$ cat src/rtl/pager_rec_pkg.sv
package pager_rec_pkg;
  typedef enum logic [1:0] {
    EV_START = 2'd0,
    EV_WORD  = 2'd1,
    EV_END   = 2'd2,
    EV_NOP   = 2'd3
  } ev_kind_e;

  typedef enum logic [1:0] {
    REC_HDR  = 2'd0,
    REC_DATA = 2'd1,
    REC_TERM = 2'd2
  } rec_sel_e;

  localparam int REC_BYTES = 3;
  localparam int REC_W     = 8 * REC_BYTES;
  localparam int PAYLOAD_W = 20;
  localparam int RESERVE   = 2 * REC_BYTES;
endpackage

$ cat src/rtl/pager_rec_pack.sv
module pager_rec_pack
  import pager_rec_pkg::*;
(
  input  rec_sel_e               sel,
  input  logic [1:0]             func,
  input  logic [2:0]             sync_id,
  input  logic                   sync_ok,
  input  logic [PAYLOAD_W-1:0]   payload,
  input  logic                   term_df,
  input  logic                   term_ovf,
  output logic [REC_W-1:0]       rec
);
  localparam int PAD_W = REC_W - PAYLOAD_W;

  always_comb begin
    case (sel)
      REC_HDR:  rec = {2'b10, ~sync_ok, sync_id, func, {(REC_W-8){1'b0}}};
      REC_DATA: rec = {{PAD_W{1'b0}}, payload};
      REC_TERM: rec = {2'b11, term_df, term_ovf, 4'b0000, {(REC_W-8){1'b0}}};
      default:  rec = '0;
    endcase
  end
endmodule

$ cat src/rtl/pager_rec_ctl.sv
module pager_rec_ctl
  import pager_rec_pkg::*;
(
  input  logic     clk,
  input  logic     rst_n,
  input  logic     accept,
  input  ev_kind_e kind,
  input  logic     uncorr,
  input  logic     new_batch,
  input  logic     room_ok,
  output logic     load,
  output rec_sel_e sel,
  output logic     term_is,
  output logic     term_df,
  output logic     term_ovf
);
  logic in_call, drop, batch_df, ovf;

  always_comb begin
    load = 1'b0;
    sel  = REC_HDR;
    if (accept) begin
      case (kind)
        EV_START: begin load = !in_call && room_ok;         sel = REC_HDR;  end
        EV_WORD:  begin load = in_call && !drop && room_ok; sel = REC_DATA; end
        EV_END:   begin load = in_call && !drop;            sel = REC_TERM; end
        default:  begin load = 1'b0;                        sel = REC_HDR;  end
      endcase
    end
  end

  assign term_is  = (sel == REC_TERM);
  assign term_df  = batch_df;
  assign term_ovf = ovf;

  always_ff @(posedge clk) begin
    if (!rst_n) begin
      in_call  <= 1'b0;
      drop     <= 1'b0;
      batch_df <= 1'b0;
      ovf      <= 1'b0;
    end else if (accept) begin
      case (kind)
        EV_START: if (!in_call) begin
          in_call  <= 1'b1;
          drop     <= !room_ok;
          batch_df <= 1'b0;
          ovf      <= 1'b0;
        end
        EV_WORD: if (in_call) begin
          batch_df <= (batch_df && !new_batch) || uncorr;
          if (!room_ok) ovf <= 1'b1;
        end
        EV_END: if (in_call) in_call <= 1'b0;
        default: ;
      endcase
    end
  end

  AST_OVF_STICKY: assert property (@(posedge clk) disable iff (!rst_n)
    (in_call && ovf && !(accept && kind == EV_START)) |=> ovf);
  AST_LOAD_ONE_CALL: assert property (@(posedge clk) disable iff (!rst_n)
    (load && sel == REC_HDR) |=> in_call);
endmodule

$ cat src/rtl/pager_rec_emit.sv
module pager_rec_emit
  import pager_rec_pkg::*;
#(
  parameter int DEPTH = 64,
  localparam int AW = $clog2(DEPTH)
) (
  input  logic             clk,
  input  logic             rst_n,
  input  logic             load,
  input  logic             load_term,
  input  logic [REC_W-1:0] rec,
  output logic             wr_en,
  output logic [AW-1:0]    wr_addr,
  output logic [7:0]       wr_data,
  output logic             idle,
  output logic             room_ok,
  output logic             done
);
  localparam int CW = $clog2(DEPTH + 1);
  localparam int LW = $clog2(REC_BYTES + 1);
  localparam logic [CW-1:0] ROOM_LIMIT = CW'(DEPTH - RESERVE);

  logic [REC_W-1:0] sr;
  logic [LW-1:0]    left;
  logic [CW-1:0]    addr;
  logic             term_q;

  always_ff @(posedge clk) begin
    if (!rst_n) begin
      sr     <= '0;
      left   <= '0;
      addr   <= '0;
      term_q <= 1'b0;
      done   <= 1'b0;
    end else begin
      done <= 1'b0;
      if (load) begin
        sr     <= rec;
        left   <= LW'(REC_BYTES);
        term_q <= load_term;
      end else if (left != '0) begin
        sr   <= sr << 8;
        left <= left - LW'(1);
        addr <= addr + CW'(1);
        if (left == LW'(1) && term_q) done <= 1'b1;
      end
    end
  end

  assign wr_en   = (left != '0);
  assign wr_data = sr[REC_W-1 -: 8];
  assign wr_addr = addr[AW-1:0];
  assign idle    = (left == '0);
  assign room_ok = (addr <= ROOM_LIMIT);

  AST_ADDR_IN_RANGE: assert property (@(posedge clk) disable iff (!rst_n)
    wr_en |-> (int'(addr) < DEPTH));
  AST_ADDR_STEP: assert property (@(posedge clk) disable iff (!rst_n)
    wr_en |=> (addr == $past(addr) + CW'(1)));
  AST_LOAD_WHEN_IDLE: assert property (@(posedge clk) disable iff (!rst_n)
    load |-> !wr_en);
  AST_DONE_AFTER_WRITE: assert property (@(posedge clk) disable iff (!rst_n)
    done |-> ($past(wr_en) && !wr_en));
endmodule

$ cat src/rtl/pager_rec_fmt.sv
module pager_rec_fmt
  import pager_rec_pkg::*;
#(
  parameter int DEPTH = 64,
  localparam int AW = $clog2(DEPTH)
) (
  input  logic                 clk,
  input  logic                 rst_n,
  input  logic                 ev_valid,
  output logic                 ev_ready,
  input  logic [1:0]           ev_kind,
  input  logic [1:0]           ev_func,
  input  logic [2:0]           ev_sync_id,
  input  logic                 ev_sync_ok,
  input  logic [PAYLOAD_W-1:0] ev_payload,
  input  logic                 ev_uncorr,
  input  logic                 ev_new_batch,
  output logic                 wr_en,
  output logic [AW-1:0]        wr_addr,
  output logic [7:0]           wr_data,
  output logic                 ram_full,
  output logic                 call_done
);
  logic             accept, load, term_is, term_df, term_ovf, idle, room_ok;
  rec_sel_e         sel;
  logic [REC_W-1:0] rec;
  ev_kind_e         kind;

  assign kind     = ev_kind_e'(ev_kind);
  assign ev_ready = idle;
  assign accept   = ev_valid && idle;
  assign ram_full = !room_ok;

  pager_rec_ctl u_ctl (
    .clk(clk), .rst_n(rst_n), .accept(accept), .kind(kind),
    .uncorr(ev_uncorr), .new_batch(ev_new_batch), .room_ok(room_ok),
    .load(load), .sel(sel), .term_is(term_is),
    .term_df(term_df), .term_ovf(term_ovf)
  );

  pager_rec_pack u_pack (
    .sel(sel), .func(ev_func), .sync_id(ev_sync_id), .sync_ok(ev_sync_ok),
    .payload(ev_payload), .term_df(term_df), .term_ovf(term_ovf), .rec(rec)
  );

  pager_rec_emit #(.DEPTH(DEPTH)) u_emit (
    .clk(clk), .rst_n(rst_n), .load(load), .load_term(term_is), .rec(rec),
    .wr_en(wr_en), .wr_addr(wr_addr), .wr_data(wr_data),
    .idle(idle), .room_ok(room_ok), .done(call_done)
  );

  AST_FULL_NO_STORE: assert property (@(posedge clk) disable iff (!rst_n)
    (ram_full && accept && kind != EV_END) |=> !wr_en);
  AST_STORE_NEXT_CYCLE: assert property (@(posedge clk) disable iff (!rst_n)
    load |=> (wr_en && !ev_ready));
endmodule

$ cat config.mk
export PLATFORM = sky130hd
export DESIGN_NAME = pager_rec_fmt
export DESIGN_NICKNAME = d
export VERILOG_FILES = /design/src/rtl/pager_rec_pkg.sv /design/src/rtl/pager_rec_pack.sv /design/src/rtl/pager_rec_ctl.sv /design/src/rtl/pager_rec_emit.sv /design/src/rtl/pager_rec_fmt.sv
export SDC_FILE = /design/constraint.sdc
export NUM_CORES = 1
export LEC_CHECK = 0
export ABC_AREA = 1
export BUFFER_PORTS_ARGS = -buffer_cell sky130_fd_sc_hd__buf_4
export CAP_MARGIN = 25
export CORE_ASPECT_RATIO = 0.6
export CORE_MARGIN = 3
export CORE_UTILIZATION = 45
export CTS_BUF_LIST = sky130_fd_sc_hd__clkbuf_8
export CTS_CLUSTER_DIAMETER = 50
export DETAILED_ROUTE_END_ITERATION = 12
export PLACE_DENSITY = 0.76
export SLEW_MARGIN = 0
export SYNTH_ARGS = -nofsm -noshare
export SYNTH_HDL_FRONTEND = slang
export SYNTH_SLANG_ARGS = --single-unit
$ cat constraint.sdc
create_clock -name clk -period 1.6 [get_ports clk]
set_input_delay 0.24 -clock clk [delete_from_list [all_inputs] [get_ports clk]]
set_output_delay 0.24 -clock clk [all_outputs]
set_load 0.01 [all_outputs]
== Word level (Yosys, flattened, before mapping) ==
Index checks and enable logic that the tools add are counted.

* Reduce and logical (&&, ||, !) cells: 24
* Add/subtract/negate cells: 2
* Magnitude comparators: 1
* Mux-type cells: 17
* Bitwise gates (word level): 5
* Equality and inequality tests: 8

{| class="wikitable"
|+ Operator list
! kind !! count
|-
| $pmux 24 s3 || 1
|-
| $mux 24 || 2
|-
| $reduce_bool 2->1 || 4
|-
| $add 7x1->7 const B || 1
|-
| $le 7x6->1 const B || 1
|-
| $eq 2x1->1 const B || 3
|-
| $logic_and 1x1->1 || 6
|-
| $logic_not 2->1 || 3
|-
| $mux 1 || 6
|-
| $mux 2 || 3
|-
| $pmux 1 s2 || 3
|-
| $not 1->1 || 5
|-
| $reduce_and 5->1 || 1
|-
| $eq 2x2->1 const B || 2
|-
| $logic_not 1->1 || 4
|-
| $ne 2x2->1 const B || 2
|-
| $pmux 2 s2 || 1
|-
| $reduce_and 2->1 || 2
|-
| $reduce_and 4->1 || 1
|-
| $pmux 1 s3 || 1
|-
| $reduce_and 3->1 || 1
|-
| $reduce_or 3->1 || 1
|-
| $ne 2x1->1 const B || 1
|-
| $sub 2x1->2 const B || 1
|-
| $logic_or 1x1->1 || 1
|}

* Output and inout port bits: 18
* Input bits: 33
* Register bits after elaboration: 39
* Word-level logic and storage cells: 66

== Longest topological paths before layout ==
Gate-level depths: netlist of run 1.

* Depth in word-level cells: 7
* Depth in mapped cells: 13
* Depth with buffers taken out: 12

== Modules after synthesis ==
A second synthesis of run 1 with hierarchy kept.

* Cells, all modules: 346
* Area, all modules: 2,225.9 um^2

{| class="wikitable"
|+ By module, submodules not included
! module !! area each (um^2) !! seq. area each (um^2) !! cells each !! instances
|-
| pager_rec_emit || 1,676.6 || 700.7 || 240 || 1
|-
| pager_rec_ctl || 291.5 || 80.1 || 45 || 1
|-
| pager_rec_pack || 246.5 || 0.0 || 58 || 1
|-
| pager_rec_fmt || 11.3 || 0.0 || 3 || 1
|}

== Least setup slack after synthesis of run 1 ==
OpenSTA, ideal clock, no wires.

* Path kind: register to register
* Start point: reg u_emit.left[0]
* End point: reg u_emit.sr[17]
* Data required time: 1.468 ns
* Stages on the path, launching flop included: 14
* Clock period less this slack: 1.647 ns
* Path buffers: 1
* Data arrival time: 1.514 ns
* Slack: -0.047 ns
* Library setup time: 0.132 ns
* Cells stage by stage: dfxtp_1 -> inv_1 -> ha_1 -> nand2_1 -> clkinv_2 -> nand2_2 -> inv_2 -> buf_6 -> nand2_1 -> nand2_1 -> nand3_1 -> nand2_1 -> inv_1 -> a21oi_1

* Longest elaborated chain between the ends: 6
* Elaborated cells on any way between the ends: 11
* Classes of those cells: eq/ne (2); mux (4); reduce/logical (5)

{| class="wikitable"
|+ RTL lines
! item !! RTL line !! text
|-
| start, declared || pager_rec_emit.sv:24 || <nowiki>logic [LW-1:0] left;</nowiki>
|-
| start signal, assigned || pager_rec_emit.sv:39 || <nowiki>left <= LW'(REC_BYTES);</nowiki>
|-
| start signal, assigned || pager_rec_emit.sv:43 || <nowiki>left <= left - LW'(1);</nowiki>
|-
| $logic_not 2->1 (*) || pager_rec_emit.sv:53 || <nowiki>assign idle = (left == '0);</nowiki>
|-
| net ev_ready || pager_rec_fmt.sv:10 || <nowiki>output logic ev_ready,</nowiki>
|-
| $logic_and 1x1->1 (*) || pager_rec_fmt.sv:31 || <nowiki>assign accept = ev_valid && idle;</nowiki>
|-
| $mux 2 || pager_rec_ctl.sv:22 || <nowiki>if (accept) begin</nowiki>
|-
| $eq 2x2->1, or another cell as far along || pager_rec_pack.sv:16 || <nowiki>case (sel)</nowiki>
|-
| $pmux 24 s3 || pager_rec_pack.sv:16 ||
|-
| $mux 24 || pager_rec_emit.sv:37 || <nowiki>if (load) begin</nowiki>
|-
| end signal, assigned || pager_rec_emit.sv:38 || <nowiki>sr <= rec;</nowiki>
|-
| end signal, assigned || pager_rec_emit.sv:42 || <nowiki>sr <= sr << 8;</nowiki>
|-
| end, declared || pager_rec_emit.sv:23 || <nowiki>logic [REC_W-1:0] sr;</nowiki>
|}

Mark *: on every way through the listed nets, which the timed path passes. The rest lies on a longest branch.
A chain may end at the register's enable or synchronous reset.

== Worst setup path after layout of run 1 ==
* Start point: reg u_emit.addr[0]
* End point: reg u_emit.sr[1]

* Longest elaborated chain between the ends: 5
* Elaborated cells on any way between the ends: 7
* Classes of those cells: order compare (1); mux (3); reduce/logical (3)

{| class="wikitable"
|+ RTL lines
! item !! RTL line !! text
|-
| start, declared || pager_rec_emit.sv:25 || <nowiki>logic [CW-1:0] addr;</nowiki>
|-
| start signal, assigned || pager_rec_emit.sv:44 || <nowiki>addr <= addr + CW'(1);</nowiki>
|-
| $le 7x6->1 (*) || pager_rec_emit.sv:54 || <nowiki>assign room_ok = (addr <= ROOM_LIMIT);</nowiki>
|-
| $logic_and 1x1->1, on equally long branches || pager_rec_ctl.sv:25, pager_rec_ctl.sv:24 ||
|-
| $pmux 1 s3 (*) || pager_rec_ctl.sv:23 || <nowiki>case (kind)</nowiki>
|-
| $mux 1 (*) || pager_rec_ctl.sv:22 ||
|-
| $mux 24 or $reduce_bool 2->1 (tied branches) || - ||
|}

Every way passes the cells marked *; elsewhere a longest branch is shown, timed or not.

==> flow_summary_export.csv, run 1 <==
group,metric,value,unit
run_status,status,"completed",
worst_hold_path,hp-start,"ev_new_batch",
final_layout,fillers,349,
synth,synth_top_family_by_area,"simple AND/OR/NAND/NOR gates",
sta,finClkSkew,0.00386,ns
worst_hold_path,hold_end,"u_ctl.term_df",
critical_path,r2r_end,"u_emit.sr[1]",
final_layout,layout_commonest_cell,"buf_4",
synth,syn_inst,296,
synth,ys_types,28,
placed_design,globalplace.congestion,0.791,
critical_path,critPathCaptureType,"register",
final_layout,register_area,787,µm²
synth,yosysTopAreaCell,"dfxtp_1",
clock_tree,worst_skew_pair.late_latency,0.29,ns
critical_path,worst_setup_path_start_kind,"register",
synth,yosys.area_share.adder,2.39,%
power,p_leak,1.34,nW
placed_design,dp_hpwl,3.85,mm
synth,avgSynthCellArea,7.06,µm²
synth,synthTopCellsByArea,"dfxtp_1 37%, nand2_1 12%, nand3_1 11%",
critical_path,arrival,1.81,ns
critical_path,max_stage_delay,0.34,ns
sta,tns,0,ns
route,num_vias,2119,
floorplan,rows,18,
worst_hold_path,hold_depth,4,
clock_tree,clockRootBuffer,"clkbuf_8",
critical_path,crit_slowest_cell,"dfxtp_2",
clock_tree,numCtsBuffers,5,
final_layout,final_cell_mix,"65 x buf_4, 58 x nand2_1, 38 x nand3_1",
power,peakVddDrop,650,µV
floorplan,die_h,58.8,µm
synth,yosys-mux-area-fraction,0,%
critical_path,critPathKind,"register to register",
route,drt-total-wl,6.39,mm
clock_tree,cts_tree,"done",
synth,ys_ff_latch,39,
final_layout,fin_cells,414,
critical_path,r2r_setup_slack,0.003,ns
sta,hold-worst-slack,0.213,ns
critical_path,r2r_start,"u_emit.addr[0]",
floorplan,die-area,5530,µm²
grt,grt_max_degree,29,
sta,finalCritPeriodShare,99.8,%
placed_design,dp_slack,-0.0105,ns
placed_design,io_buffers,50,
grt,antenna_found_initial,0,
sta,rsz0062_at_grt,"yes",
worst_hold_path,hold_class,"input pin to register",
critical_path,required,1.82,ns
final_layout,final_layout_size_suffix_gt1_share,41.2,%
clock_tree,clkTransAtPathRegs,0.08,ns
synth,synth_top_area_share,37.3,%
sta,post-route-min-period,1.60,ns
final_layout,final_area,3010,µm²
final_layout,antenna_cells,0,
floorplan,dieWidth,94.0,µm
synth,synth_compound_area_share,11.0,%
route,vias_per_cell,5.12,
route,ant_nets,0,
route,drc,0,
floorplan,core_region_area,4280,µm²
placed_design,place_inst,393,
sta,max_freq,626,MHz
synth,synth_xor_xnor_area_share,0.419,%
sta,slew_headroom,59.3,%
route,routedWlPerCell,15.4,µm
grt,grtUsageTotal,21.1,%
critical_path,path_common_cell,"nand3_2",
critical_path,reg2reg_depth,10,
floorplan,start_util,48.9,%
power,power_density,1340,nW/µm²
final_layout,multi_input_area,1130,µm²
sta,timing.final.ws_setup,0.00326,ns
synth,synthesis.area,2090,µm²
clock_tree,cts_sinks,39,
grt,grt_pass1_vias,1870,
final_layout,area_growth,43.9,%
clock_tree,htree_levels,2,
clock_tree,cts_hold_buf,0,
job,cap_violations,0,
grt,gr-total-overflow,0,
synth,synthSimpleGateAreaFrac,33.0,%
sta,maxSlewViolCount,0,
final_layout,finalNetCount,390,
synth,yosysSeqAreaShare,37.3,%
synth,synth_nets,333,
synth,yosysWarnings,0,
sta,tightest_slew,0.609,ns
sta,finalHoldViolCount,0,
grt,grt_first_pass_wirelength,9.04,mm
placed_design,place_area,2490,µm²
route,first_iter_violations,148,
sta,setup-violations-final,0,
clock_tree,cts_max_path_buffers,2,
floorplan,io_pins,51,
critical_path,cp_cell_sequence,"inv_2 -> ha_1 -> o21bai_1 -> nand2_1 -> nand3_2 -> nand2_4 -> nand2_8 -> clkbuf_16 -> nand3_2 -> a21oi_1",
route,firstDrtPassIters,4,
critical_path,crit_fanout,8,
Yosys cell counts, drive strengths merged:
cell    number
dfxtp       39
and3         1
or2          1
clkbuf       5
inv         33
nor3         4
o21a         1
nand3b       2
ha           4
nor2        14
buf         24
o21bai       1
clkinv       1
xor2         1
o21ai        9
nand3       54
a21oi       33
nand2       69
critical path, delay by kind of cell (launching register included):
kind                     cells  cell delay [ns]
AO/OA/AOI/OAI                2             0.26
adder cells (fa/ha/maj)      1             0.18
buffers and inverters        2             0.21
flip-flops                   1             0.34
AND/OR/NAND/NOR              5             0.51
worst max-delay path by stage:
stage                   startpoint             end  slack [ns]  depth (start not counted)
global route        u_emit.addr[0]   u_emit.sr[10]       -0.12                         10
CTS                 u_emit.left[1]           wr_en        0.01                          6
global placement    u_emit.left[0]  u_emit.addr[5]       -0.01                          8
detailed placement  u_emit.left[0]  u_emit.addr[5]       -0.01                          8
floorplan           u_emit.left[0]  u_emit.addr[5]        0.02                          8
finish              u_emit.addr[0]    u_emit.sr[1]       0.003                         10
report_power, final:
part / internal (mW) / total [mW] / switching [mW]
logic: 0.953 / 2.02 / 1.06
clock network: 0.505 / 0.859 / 0.354
registers: 1.08 / 1.15 / 0.0720
total: 2.54 / 4.02 / 1.49
metrics by stage:
step           power [mW]  util, %
3_5_place_dp         2.55     58.1
5_1_grt              4.23     70.3
3_3_place_gp         2.53     58.1
2_1_floorplan        2.07        -
4_1_cts              3.70     63.0
6_report             4.02     70.3
kinds of logic (layout without fill, tap and decap cells):
logic type,count (synthesis),after routing
flops,39,39
compound gates,44,44
xor+xnor,1,1
fa+ha+maj,4,4
simple gates,145,145
buf+inv,63,121
flip-flops by register name (all words and copies together) (netlist names):
name            cells
u_emit.done         1
u_emit.sr          24
u_emit.addr         7
u_ctl.drop          1
u_ctl.term_df       1
u_ctl.term_ovf      1
u_emit.left         2
u_ctl.in_call       1
u_emit.term_q       1
what timing repair did:
action,4_1_cts,5_1_grt
cloned,1,4
setup endpoints to repair,6,23
buffers inserted,1,7
pin swaps,1,20
resized for setup,15,46
cell type report:
type	count	share of cell area [%]
Clock buffer	6	2.75
Clock inverter	2	1.16
Inverter	34	4.49
Multi-Input combinational cell	194	37.6
Sequential cell	39	26.2
Tap cell	60	2.50
Timing Repair Buffer	79	25.4
layer usage:
metal / vias up / global-route usage (%) / routed length, µm
met5: - / 0 / 0
met4: 0 / 5.56 / 65
met1: 981 / 29.5 / 2880
met3: 7 / 4.60 / 472
li1: 1054 / - / -
met2: 77 / 33.4 / 2980
Note: power is estimated with default switching activity, not from simulation.
==> run 2: changes to the inputs <==
ABC_AREA = 0   (was 1)
PLACE_DENSITY = 0.77   (was 0.76)
==> run 2 against run 1 <==
Against the previous run: the run now ends with negative setup slack left; final cell count is 20% lower; register-to-register slack worse by 0.17 ns; routed wire length fell by 21%; total power down 17%; synthesized cell count fell by 30%; clock skew rose by 0.0016 ns; area after synthesis shrank 8.1%; critical path depth down 3; critical path type unchanged.
==> flow_summary_export.csv, run 2 <==
group,metric,value,unit
run_status,status,"finished with violations",
run_status,violations,"negative setup slack",
final_layout,multi_input_area,1010,µm²
floorplan,start_util,49.6,%
power,p_sw_share,29.7,%
route,drt-total-wl,5.08,mm
sta,finClkSkew,0.00546,ns
power,total_power,3.33,mW
route,routedWlPerCell,15.3,µm
floorplan,io_pins,51,
critical_path,arrival,1.94,ns
placed_design,globalplace.congestion,0.819,
clock_tree,clockRootBuffer,"clkbuf_8",
final_layout,antenna_cells,0,
synth,synth.most_common_cell,"dfxtp_1",
critical_path,crit_fanout,9,
synth,synth_common_cells,"39 x dfxtp_1, 15 x buf_4, 14 x inv_1, 14 x nand2_1",
synth,ys_types,52,
clock_tree,cts_max_path_buffers,2,
route,first_iter_violations,103,
floorplan,rows,17,
final_layout,register_area,787,µm²
grt,grt_pass1_vias,1725,
synth,synth_async_sr_flop_share,0,%
synth,synthTopCellsByArea,"dfxtp_1 41%, buf_4 5.9%, a221o_1 4.2%",
worst_hold_path,hold_class,"input pin to register",
job,cap_violations,0,
grt,grt_first_pass_wirelength,8.34,mm
clock_tree,postCtsSetupBuffers,0,
power,p_leak,1.25,nW
floorplan,dieWidth,90.3,µm
power,switching_power,989,µW
placed_design,dp_slack,-0.160,ns
clock_tree,numCtsBuffers,5,
synth,yosysSeqAreaShare,40.7,%
floorplan,core_region_area,3870,µm²
clock_tree,cts_hold_buf,0,
final_layout,final_cell_mix,"79 x buf_4, 36 x dfxtp_1, 14 x nand2_1",
grt,grt_max_degree,18,
synth,synth-edff-count,0,
floorplan,die_h,56.6,µm
final_layout,reg_top3,"u_emit.sr (24), u_emit.addr (7), u_emit.left (2)",
route,firstDrtPassIters,5,
final_layout,finalNetCount,311,
sta,max_freq,567,MHz
sta,tightest_slew,0.419,ns
placed_design,dp_hpwl,3.75,mm
clock_tree,htree_levels,2,
grt,antenna_found_initial,0,
critical_path,worst_setup_path_start_kind,"register",
final_layout,final_area,2750,µm²
critical_path,critPathCaptureType,"register",
clock_tree,clkTransAtPathRegs,0.07,ns
clock_tree,cts_sinks,39,
floorplan,die-area,5110,µm²
sta,finalHoldViolCount,0,
power,internal_power,2.34,mW
sta,finalCritPeriodShare,110,%
route,vias_per_cell,5.34,
final_layout,largest_reg_flops,24,
power,p_comb_share,38.3,%
route,drc,0,
sta,maxSlewViolCount,0,
grt,gr-total-overflow,0,
synth,syn_inst,208,
sta,setup-violations-final,19,
power,peakVddDrop,892,µV
grt,grtUsageTotal,20.3,%
synth,ys_ff_latch,39,
final_layout,final_layout_size_suffix_gt1_share,41.5,%
synth,ys.flop_type,"dfxtp_1",
synth,avgSynthCellArea,9.23,µm²
final_layout,layout_commonest_cell,"buf_4",
synth,synth_top_area_share,40.7,%
critical_path,critPathKind,"register to register",
sta,post-route-min-period,1.76,ns
power,power_density,1210,nW/µm²
sta,hold-worst-slack,0.161,ns
synth,synth_nets,245,
placed_design,io_buffers,50,
synth,yosysWarnings,0,
power,power_frac_clock,28.8,%
sta,rsz0062_at_grt,"yes",
final_layout,area_growth,43.1,%
synth,synthesis.area,1920,µm²
clock_tree,cts_tree,"done",
final_layout,fillers,298,
synth,yosysTopAreaCell,"dfxtp_1",
clock_tree,worst_skew_pair.late_latency,0.29,ns
power,seqPwrFrac,32.9,%
placed_design,place_area,2500,µm²
route,ant_nets,0,
route,num_vias,1774,
final_layout,regMostFlops,"u_emit.sr",
critical_path,required,1.78,ns
sta,tns,-1.73,ns
sta,slew_headroom,72.0,%
sta,timing.final.ws_setup,-0.163,ns
==> run 2: cell types whose count changed after synthesis, sizes merged, moves of 4 or more <==
cell    previous run  this run
a21oi             33        10
a221o              0         8
a22o               0         8
and3               1        10
buf               24        20
inv               33        14
mux2i              0         6
nand2             69        14
nand3             54         3
o211ai             0         4
o21ai              9         4
o221ai             0         4
==> run 2: power groups by stage <==
stage	Sequential [mW]	Combinational (mW)	Clock [mW]
after global routing	1.10	1.38	1.03
after CTS	1.09	1.17	0.981
after detailed placement	1.12	1.10	0
after floorplan	1.13	0.589	0
after global placement	1.11	1.07	0
final	1.10	1.28	0.960
==> run 2: kinds of logic after synthesis <==
group | Yosys count | share of synthesized area [%]
AO/OA/AOI/OAI | 56 | 22.9
XOR/XNOR | 5 | 2.28
adder cells (fa/ha/maj) | 4 | 2.61
buffers and inverters | 40 | 11.7
flip-flops | 39 | 40.7
multiplexers | 7 | 3.71
AND/OR/NAND/NOR | 57 | 16.1
==> run 2: final cells by class <==
| cell class | instances | share of cell area, % |
|---|---|---|
| Clock inverter | 3 | 2.32 |
| Timing Repair Buffer | 85 | 25.3 |
| Multi-Input combinational cell | 129 | 36.7 |
| Sequential cell | 39 | 28.6 |
| Tap cell | 57 | 2.60 |
| Inverter | 14 | 1.91 |
| Clock buffer | 5 | 2.50 |
==> run 2: final timing paths <==
path / startpoint / to / slack (ns) / cells past startpoint
setup / recovery: u_emit.addr[0] / u_emit.sr[8] / -0.16 / 7
hold / removal: ev_payload[4] / u_emit.sr[4] / 0.16 / 2
setup reg to reg: u_emit.addr[0] / u_emit.sr[8] / -0.16 / 7
hold reg to reg: u_emit.left[1] / u_emit.left[1] / 0.48 / 2
==> run 2: critical path, stage by stage, from the launching register on <==
cell	delay (ns)
dfxtp_2	0.33
inv_2	0.05
ha_4	0.12
nor2b_2	0.04
o2111a_2	0.29
o311a_4	0.34
buf_12	0.14
a221o_1	0.34
==> run 2: what timing repair did <==
action                     4_1_cts  5_1_grt
setup endpoints to repair       27       29
gates resized for setup          7       12
pin swaps                        1        9
cloned                           0        1
==> run 2: metal layers <==
metal	track usage, %	vias up	part of all wire (%)
met1	27.4	831	46
met3	6.56	4	8.0
met5	0	-	0
met2	31.6	62	45
met4	4.58	0	0.67
li1	-	877	-
==> run 2: through the flow <==
step | std cells | util, %
2_1_floorplan | 208 | -
3_3_place_gp | 324 | 64.7
3_5_place_dp | 324 | 64.7
4_1_cts | 331 | 69.1
5_1_grt | 332 | 71.0
6_report | 332 | 71.0
==> run 3: changes to the inputs <==
CORE_ASPECT_RATIO = 0.8   (was 0.6)
CORE_UTILIZATION = 25   (was 45)
PLACE_DENSITY = unset   (was 0.77)
==> run 3 against run 2 <==
Against the previous run: the flow still finishes with violations (negative setup slack); final cell count increased by 13%; die area up 72%; fmax rose by 1.1%; worst hold slack got worse by 0.0011 ns; global-route usage shrank 8.1 points; count of clock-buffer cells in the layout rose by 2; critical path depth down 1; sequential share of layout area up 0.21 points; non-clock buffer count unchanged; critical endpoint is now u_emit.sr[15]; first-iteration DRC count increased by 14%; clock power shrank 23%.
==> flow_summary_export.csv, run 3 (synthesized netlist as in run 2, its figures left out) <==
group,metric,value,unit
final_layout,largest_reg_flops,24,
clock_tree,worst_skew_pair.late_latency,0.29,ns
floorplan,die_h,84.4,µm
floorplan,core_region_area,7160,µm²
critical_path,path_buf_inv,1,
clock_tree,numCtsBuffers,5,
run_status,violations,"negative setup slack",
critical_path,crit_fanout,17,
route,vias_per_cell,4.66,
sta,tightest_slew,0.435,ns
clock_tree,cts_max_path_buffers,2,
final_layout,final_cell_mix,"81 x buf_4, 36 x dfxtp_1, 14 x nand2_1",
floorplan,die-area,8780,µm²
final_layout,fillers,732,
clock_tree,clockRootBuffer,"clkbuf_8",
final_layout,regMostFlops,"u_emit.sr",
placed_design,place_area,2550,µm²
clock_tree,cts_tree,"done",
grt,antenna_found_initial,0,
critical_path,max_stage_delay,0.37,ns
final_layout,layout_commonest_cell,"buf_4",
grt,grt_first_pass_wirelength,8.74,mm
final_layout,final_layout_size_suffix_gt1_share,39.6,%
sta,max_freq,573,MHz
sta,finalCritPeriodShare,109,%
clock_tree,htree_levels,2,
critical_path,startpoint,"u_emit.addr[1]",
critical_path,crit_cells,6,
final_layout,multi_input_area,991,µm²
route,drt-total-wl,5.27,mm
route,drc,0,
placed_design,globalplace.congestion,0.773,
grt,gr-total-overflow,0,
critical_path,critPathKind,"register to register",
final_layout,antenna_cells,0,
final_layout,finalNetCount,311,
sta,finClkSkew,0.00888,ns
critical_path,arrival,1.92,ns
route,ant_nets,0,
final_layout,area_growth,42.0,%
grt,grt_max_degree,18,
critical_path,cp_cell_sequence,"ha_4 -> nor2b_2 -> o2111a_1 -> o311a_1 -> buf_12 -> a221o_1",
clock_tree,clkTransAtPathRegs,0.08,ns
floorplan,rows,27,
clock_tree,cts_hold_buf,0,
critical_path,path_delay_family,"compound AO/OA/AOI/OAI gates",
sta,post-route-min-period,1.74,ns
critical_path,reg2reg_depth,6,
sta,rsz0062_at_grt,"yes",
power,total_power,3.04,mW
floorplan,start_util,26.8,%
critical_path,r2r_start,"u_emit.addr[1]",
floorplan,io_pins,51,
sta,finalHoldViolCount,0,
route,num_vias,1754,
worst_hold_path,hold_class,"input pin to register",
route,firstDrtPassIters,4,
power,p_leak,1.23,nW
final_layout,fin_cells,376,
final_layout,register_area,787,µm²
route,first_iter_violations,117,
sta,hold-worst-slack,0.159,ns
final_layout,final_area,2730,µm²
critical_path,critPathCaptureType,"register",
critical_path,worst_setup_path_start_kind,"register",
critical_path,crit_slowest_cell,"dfxtp_4",
placed_design,place_inst,367,
critical_path,r2r_end,"u_emit.sr[15]",
placed_design,dp_hpwl,4.01,mm
job,cap_violations,0,
critical_path,r2r_setup_slack,-0.14,ns
sta,setup-violations-final,26,
power,peakVddDrop,513,µV
power,power_density,1110,nW/µm²
grt,grtUsageTotal,12.2,%
placed_design,io_buffers,50,
grt,grt_pass1_vias,1769,
route,routedWlPerCell,14.0,µm
floorplan,dieWidth,104,µm
run_status,status,"finished with violations",
clock_tree,cts_sinks,39,
final_layout,reg_top3,"u_emit.sr (24), u_emit.addr (7), u_emit.left (2)",
sta,maxSlewViolCount,0,
worst_hold_path,hold_depth,2,
critical_path,crit_path_end,"u_emit.sr[15]",
sta,slew_headroom,70.9,%
critical_path,required,1.78,ns
sta,timing.final.ws_setup,-0.144,ns
## run 3: power by group
group          total, mW  internal [mW]  switching, mW
logic               1.21          0.618          0.588
clock network      0.738          0.388          0.351
registers           1.09           1.05         0.0447
total               3.04           2.05          0.983
## run 3: timing repair
item,CTS,global route
setup buffers,1,0
endpoints found under the setup margin,27,30
gates resized for setup,8,4
endpoints found under the hold margin,0,0
## run 3: how the worst min path moves through the flow
stage	to	slack, ns	start
2_1_floorplan	u_ctl.in_call	0.34	ev_kind[1]
3_3_place_gp	u_emit.left[1]	0.45	u_emit.left[1]
3_5_place_dp	u_emit.sr[4]	0.45	ev_payload[4]
4_1_cts	u_emit.sr[4]	0.16	ev_payload[4]
5_1_grt	u_emit.sr[4]	0.16	ev_payload[4]
6_report	u_emit.sr[4]	0.16	ev_payload[4]
## run 3: final cells by class
type / instances / share of cell area [%]
Clock inverter: 1 / 0.138
Multi-Input combinational cell: 129 / 36.3
Sequential cell: 39 / 28.9
Inverter: 14 / 1.93
Timing Repair Buffer: 85 / 24.6
Clock buffer: 7 / 3.53
Tap cell: 101 / 4.63
## run 3: per-stage QoR
stage,utilization (%),TNS (ns),setup WS (ns)
2_1_floorplan,-,-0.845,-0.0694
3_3_place_gp,35.6,-1.18,-0.104
3_5_place_dp,35.6,-1.88,-0.142
4_1_cts,37.8,-1.75,-0.154
5_1_grt,38.1,-3.43,-0.220
6_report,38.1,-1.61,-0.144
## run 3: routing by layer
layer | up-vias | track usage (%) | routed length [µm]
met1 | 827 | 17.0 | 2730
li1 | 881 | - | -
met3 | 2 | 3.61 | 282
met5 | - | 0 | 0
met2 | 44 | 18.9 | 2240
met4 | 0 | 1.81 | 15
## run 3: worst reg2reg max path, stage by stage (launching register included)
cell and delay, ns:
dfxtp_4 0.37, ha_4 0.13, nor2b_2 0.04, o2111a_1 0.26, o311a_1 0.33, buf_12 0.16
a221o_1 0.34
